<file path="src/rtl/cfgbank_pkg.sv">
package cfgbank_pkg;

    localparam int DATA_W      = 8;
    localparam int ADDR_W      = 8;
    localparam int CFG_LO      = 0;
    localparam int CFG_HI      = 2;
    localparam int FN_LO       = 8;
    localparam int FN_HI       = 37;
    localparam int SH_LO       = 8;
    localparam int SH_HI       = 32;
    localparam int XFER_ADDR   = 255;
    localparam int HOLE_ADDR   = 19;
    localparam int PART_ADDR   = 24;
    localparam int FMT_ADDR    = 20;

    localparam logic [DATA_W-1:0] PART_MASK    = 8'h0F;
    localparam logic [DATA_W-1:0] FULL_MASK    = 8'hFF;
    localparam logic [DATA_W-1:0] FMT_DEFAULT  = 8'h01;
    localparam logic [DATA_W-1:0] PART_DEFAULT = 8'h04;

    localparam int CFG_CNT   = CFG_HI - CFG_LO + 1;
    localparam int FN_CNT    = FN_HI - FN_LO + 1;
    localparam int NUM_SLOTS = CFG_CNT + FN_CNT;
    localparam int SLOT_W    = $clog2(NUM_SLOTS);
    localparam int BUS_W     = NUM_SLOTS * DATA_W;

    typedef logic [DATA_W-1:0] byte_t;
    typedef logic [NUM_SLOTS-1:0][DATA_W-1:0] slots_t;

    typedef struct packed {
        slots_t shadow;
        slots_t live;
        logic   xfer;
        byte_t  rdata;
    } bank_t;

    function automatic int slot_addr(input int k);
        if (k < CFG_CNT) return CFG_LO + k;
        return FN_LO + k - CFG_CNT;
    endfunction

    function automatic byte_t slot_mask(input int k);
        int a;
        a = slot_addr(k);
        if (a == HOLE_ADDR) return '0;
        if (a == PART_ADDR) return PART_MASK;
        return FULL_MASK;
    endfunction

    function automatic byte_t slot_default(input int k);
        int a;
        a = slot_addr(k);
        if (a == FMT_ADDR)  return FMT_DEFAULT;
        if (a == PART_ADDR) return PART_DEFAULT & PART_MASK;
        return '0;
    endfunction

    function automatic logic slot_shadowed(input int k);
        int a;
        a = slot_addr(k);
        return (a >= SH_LO) && (a <= SH_HI);
    endfunction

    function automatic bank_t bank_reset();
        bank_t b;
        b = '0;
        for (int k = 0; k < NUM_SLOTS; k++) begin
            b.shadow[k] = slot_default(k);
            b.live[k]   = slot_default(k);
        end
        return b;
    endfunction

endpackage

</file>
<file path="src/rtl/cfgbank_decode.sv">
module cfgbank_decode
    import cfgbank_pkg::*;
(
    input  logic [ADDR_W-1:0] addr,
    output logic [SLOT_W-1:0] slot,
    output logic              impl,
    output logic              is_xfer
);
    int a;
    int slot_i;

    always_comb begin
        a      = int'(addr);
        slot_i = 0;
        impl   = 1'b0;
        if (a >= CFG_LO && a <= CFG_HI) begin
            slot_i = a - CFG_LO;
            impl   = 1'b1;
        end else if (a >= FN_LO && a <= FN_HI) begin
            slot_i = a - FN_LO + CFG_CNT;
            impl   = (a != HOLE_ADDR);
        end
        slot    = SLOT_W'(slot_i);
        is_xfer = (a == XFER_ADDR);
    end
endmodule

</file>
<file path="src/rtl/cfgbank_store.sv">
module cfgbank_store
    import cfgbank_pkg::*;
(
    input  logic              clk,
    input  logic              rst_n,
    input  logic              wr_en,
    input  logic              rd_en,
    input  logic              hit_impl,
    input  logic              hit_xfer,
    input  logic [SLOT_W-1:0] slot,
    input  byte_t             wdata,
    output byte_t             rdata,
    output slots_t            live,
    output logic              xfer_pend
);
    bank_t st_d;
    bank_t st_q;

    always_comb begin
        st_d      = st_q;
        st_d.xfer = 1'b0;

        // commit: pending window copied from the previous-cycle contents
        if (st_q.xfer) begin
            for (int k = 0; k < NUM_SLOTS; k++) begin
                if (slot_shadowed(k)) st_d.live[k] = st_q.shadow[k];
            end
        end

        if (wr_en && hit_impl) begin
            for (int k = 0; k < NUM_SLOTS; k++) begin
                if (SLOT_W'(k) == slot) begin
                    st_d.shadow[k] = wdata & slot_mask(k);
                    if (!slot_shadowed(k)) st_d.live[k] = wdata & slot_mask(k);
                end
            end
        end

        if (wr_en && hit_xfer && wdata[0]) st_d.xfer = 1'b1;

        if (rd_en) begin
            if (hit_xfer)      st_d.rdata = {{(DATA_W-1){1'b0}}, st_q.xfer};
            else if (hit_impl) st_d.rdata = st_q.shadow[slot];
            else               st_d.rdata = '0;
        end
    end

    always_ff @(posedge clk) begin
        if (!rst_n) st_q <= bank_reset();
        else        st_q <= st_d;
    end

    assign rdata     = st_q.rdata;
    assign live      = st_q.live;
    assign xfer_pend = st_q.xfer;
endmodule

</file>
<file path="src/rtl/cfgbank_top.sv">
module cfgbank_top
    import cfgbank_pkg::*;
(
    input  logic              clk,
    input  logic              rst_n,
    input  logic [ADDR_W-1:0] acc_addr,
    input  logic [DATA_W-1:0] acc_wdata,
    input  logic              acc_we,
    input  logic              acc_re,
    output logic [DATA_W-1:0] acc_rdata,
    output logic [BUS_W-1:0]  live_bus
);
    logic [SLOT_W-1:0] slot;
    logic              impl;
    logic              is_xfer;
    logic              xfer_pend;
    slots_t            live;

    cfgbank_decode u_dec (
        .addr    (acc_addr),
        .slot    (slot),
        .impl    (impl),
        .is_xfer (is_xfer)
    );

    cfgbank_store u_store (
        .clk       (clk),
        .rst_n     (rst_n),
        .wr_en     (acc_we),
        .rd_en     (acc_re),
        .hit_impl  (impl),
        .hit_xfer  (is_xfer),
        .slot      (slot),
        .wdata     (acc_wdata),
        .rdata     (acc_rdata),
        .live      (live),
        .xfer_pend (xfer_pend)
    );

    for (genvar g = 0; g < NUM_SLOTS; g++) begin : g_pack
        assign live_bus[g*DATA_W +: DATA_W] = live[g];
    end
endmodule

</file>
<file path="config.mk">
export PLATFORM = sky130hd
export DESIGN_NAME = cfgbank_top
export DESIGN_NICKNAME = d
export VERILOG_FILES = /design/src/rtl/cfgbank_pkg.sv /design/src/rtl/cfgbank_decode.sv /design/src/rtl/cfgbank_store.sv /design/src/rtl/cfgbank_top.sv
export SDC_FILE = /design/constraint.sdc
export NUM_CORES = 1
export LEC_CHECK = 0
export BUFFER_PORTS_ARGS = -buffer_cell sky130_fd_sc_hd__buf_2
export CELL_PAD_IN_SITES_DETAIL_PLACEMENT = 1
export CELL_PAD_IN_SITES_GLOBAL_PLACEMENT = 1
export CORE_UTILIZATION = 45
export CTS_CLUSTER_DIAMETER = 150
export DETAILED_ROUTE_END_ITERATION = 12
export GPL_ROUTABILITY_DRIVEN = 0
export PLACE_DENSITY_LB_ADDON = 0.1
export SKIP_CTS_REPAIR_TIMING = 1
export SLEW_MARGIN = 5
export SYNTH_ARGS = -nofsm -noshare
export SYNTH_HDL_FRONTEND = slang
export SYNTH_SLANG_ARGS = --single-unit
</file>
<file path="constraint.sdc">
create_clock -name clk -period 2.85 [get_ports clk]
set_input_delay 0.285 -clock clk [delete_from_list [all_inputs] [get_ports clk]]
set_output_delay 0.285 -clock clk [all_outputs]
set_load 0.01 [all_outputs]
</file>
==> impl_metrics.env <==
export IMPL_status="completed"
export IMPL_placed_cells=3089
export IMPL_synth_top_area_share_pct=42.0
export IMPL_vias=17600
export IMPL_rows=81
export IMPL_period_minus_slack_ns=2.80
export IMPL_track_usage_pct=29.9
export IMPL_ys_ff_latch=473
export IMPL_post_route_period_util_pct=98.1
export IMPL_syn_avg_cell_area_sq_um=9.28
export IMPL_skew_ns=0.0207
export IMPL_drt_iter0_markers=1153
export IMPL_grt_pass1_vias=18100
export IMPL_via_per_inst=5.53
export IMPL_die_w_microns=226
export IMPL_overflow=0
export IMPL_wl_per_cell_microns=24.1
export IMPL_grt_max_degree=192
export IMPL_postRouteAntennaNets=0
export IMPL_critPathCaptureType="flip-flop"
export IMPL_fp_coreArea_sq_um=49300
export IMPL_finalWirelength_microns=76700
export IMPL_cts_max_path_buffers=3
export IMPL_postSynth_asyncResetShare_pct=0
export IMPL_worstMarginPinSlew_ns=0.907
export IMPL_fin_tns_setup_ns=0
export IMPL_synth_top_area_cell="dfxtp_1"
export IMPL_cts_buffers_inserted=52
export IMPL_die_area_sq_um=51100
export IMPL_pin_count=292
export IMPL_finalCoreUtilization_pct=51.6
export IMPL_crit_required_ns=3.39
export IMPL_area_delta_synth_final_pct=12.5
export IMPL_dpl_cell_area_sq_um=23500
export IMPL_fin_nets=2503
export IMPL_hpwl_microns=55300
export IMPL_cp_arrival_ns=3.34
export IMPL_io_buffers=279
export IMPL_peakVddDrop_uv=454
export IMPL_cp_max_fo=10
export IMPL_ys_top_cells_by_area="dfxtp_1 42%, mux2i_1 14%, buf_4 9.2%, nor2b_1 8.3%, a21boi_0 4.6%"
export IMPL_clock_fmax_mhz=358
export IMPL_diodes=0
export IMPL_drive_gt1_share_pct=23.1
export IMPL_cts_tree="built"
export IMPL_critPathKind="in -> reg"
export IMPL_power_switching_mw=3.39
export IMPL_synth_cells=2432
export IMPL_dr_pass1_iters=6
export IMPL_finalHoldWorstSlack_ns=0.0181
export IMPL_start_util_pct=45.8
export IMPL_p_leak_nw=9.78
export IMPL_pwr_share_clk_pct=48.9
export IMPL_die_y_microns=226
export IMPL_cts_root_buf="clkbuf_16"
export IMPL_synth_enable_flop_cells=0
export IMPL_pwr_share_comb_pct=6.2
export IMPL_drv_cap=0
export IMPL_layout_commonest_cell="dfxtp_1"
export IMPL_synth_cell_types=69
export IMPL_grt_pass1_wl_microns=115000
export IMPL_fin_area_sq_um=25400
export IMPL_fin_cells=3184
export IMPL_synth_ff_type="dfxtp_1"
export IMPL_cts_clk_slew_worst_paths_ns=0.06
export IMPL_hp_class="in -> reg"
export IMPL_finalMaxSlewViolations=0
export IMPL_powerDensity_nw_per_um2=581
export IMPL_yosysWarnings=0
export IMPL_swShare_pct=23.0
export IMPL_cts_sinks=473
export IMPL_syn_area_sq_um=22600
export IMPL_antenna_found_initial=0
export IMPL_rsz0062_at_grt="false"
export IMPL_setup_violations=0
export IMPL_slew_limit_headroom_pct=39.5
export IMPL_hold_viol_final=0
export IMPL_share_seq_of_total_power_pct=44.9
export IMPL_p_int_mw=11.4
export IMPL_cp_start_kind="input port"
export IMPL_drc_errors=0
export IMPL_final_cell_mix="472 x dfxtp_1, 316 x mux2i_1, 301 x nor2b_1"
export IMPL_seq_area_frac_synth_pct=42.0
export IMPL_htree_levels=2
export IMPL_clock_latency_ns=0.61
-- flip-flops by register name (all words and copies together), names as in the netlist --
signal and count:
u_store.xfer_pend 1, u_store.st_q 220, u_store.live 244, u_store.rdata 8
-- Yosys cell counts, drive strengths merged (7+ instances only) --
| cell | n |
|---|---|
| a31oi | 9 |
| o2bb2ai | 8 |
| o31ai | 8 |
| nand3 | 86 |
| nor3 | 21 |
| a21boi | 166 |
| nor2b | 301 |
| a221o | 7 |
| buf | 340 |
| a221oi | 10 |
| dfxtp | 473 |
| nand2 | 267 |
| clkbuf | 110 |
| o22ai | 17 |
| a211oi | 10 |
| nor2 | 35 |
| o22a | 9 |
| nand4 | 14 |
| a21oi | 37 |
| mux2i | 316 |
| o21ai | 106 |
| mux2 | 15 |
-- path summary, 6_finish.rpt --
path	from	end	slack, ns	depth (start not counted)
setup / recovery	acc_addr[6]	u_store.rdata[2]	0.05	11
hold / removal	acc_wdata[5]	u_store.st_q[302]	0.02	3
setup reg to reg	u_store.st_q[347]	u_store.rdata[2]	0.85	6
hold reg to reg	u_store.st_q[291]	u_store.st_q[291]	0.46	2
-- routing by layer --
metal	GRT usage, %	wire length, microns
met2	51.3	37300
met1	38.4	33500
met3	3.96	3500
met4	10.5	2290
met5	0	0
-- cell families (layout without fill, tap and decap cells) --
kind of cell	Yosys count	in the layout	synth area share [%]
adder cells (fa/ha/maj)	4	4	0.222
buffers and inverters	455	532	12.5
flip-flops	473	473	42.0
AND/OR/NAND/NOR	745	745	17.7
XOR/XNOR	1	1	0.0388
AO/OA/AOI/OAI	422	422	12.8
other	1	12	0.0166
multiplexers	331	331	14.8
-- area by class of cell --
class,instances,area [sq um]
fillers,5655,23900
multi-input cells,1515,10400
flip-flops and latches,473,9470
repair buffers,432,2890
clock buffers,78,1560
well taps,664,831
clock inverters,17,268
inverters,5,18.8
-- through the flow --
stage | power (mW) | setup WS, ns
2_1_floorplan | 7.29 | 0.254
3_3_place_gp | 7.65 | -0.795
3_5_place_dp | 7.66 | -0.844
4_1_cts | 14.8 | -0.194
5_1_grt | 15.1 | 0.00212
6_report | 14.8 | 0.0538
-- power by group through the flow --
stage / sequential (mW) / clock (mW) / combinational [mW]
after floorplan: 6.77 / 0 / 0.519
after global placement: 6.77 / 0 / 0.878
after detailed placement: 6.77 / 0 / 0.888
after CTS: 6.63 / 7.31 / 0.891
after global routing: 6.62 / 7.57 / 0.948
final: 6.63 / 7.21 / 0.910
-- worst max-delay path, cell delays in order --
cell and delay, ns:
buf_2 0.10, or4_4 0.59, o31ai_4 0.23, and2_2 0.38, buf_12 0.19, mux2i_1 0.10
o2bb2ai_1 0.17, a221oi_1 0.11, a2111oi_0 0.77, buf_4 0.23, a32o_1 0.16
(Power assumes the default switching activity.)
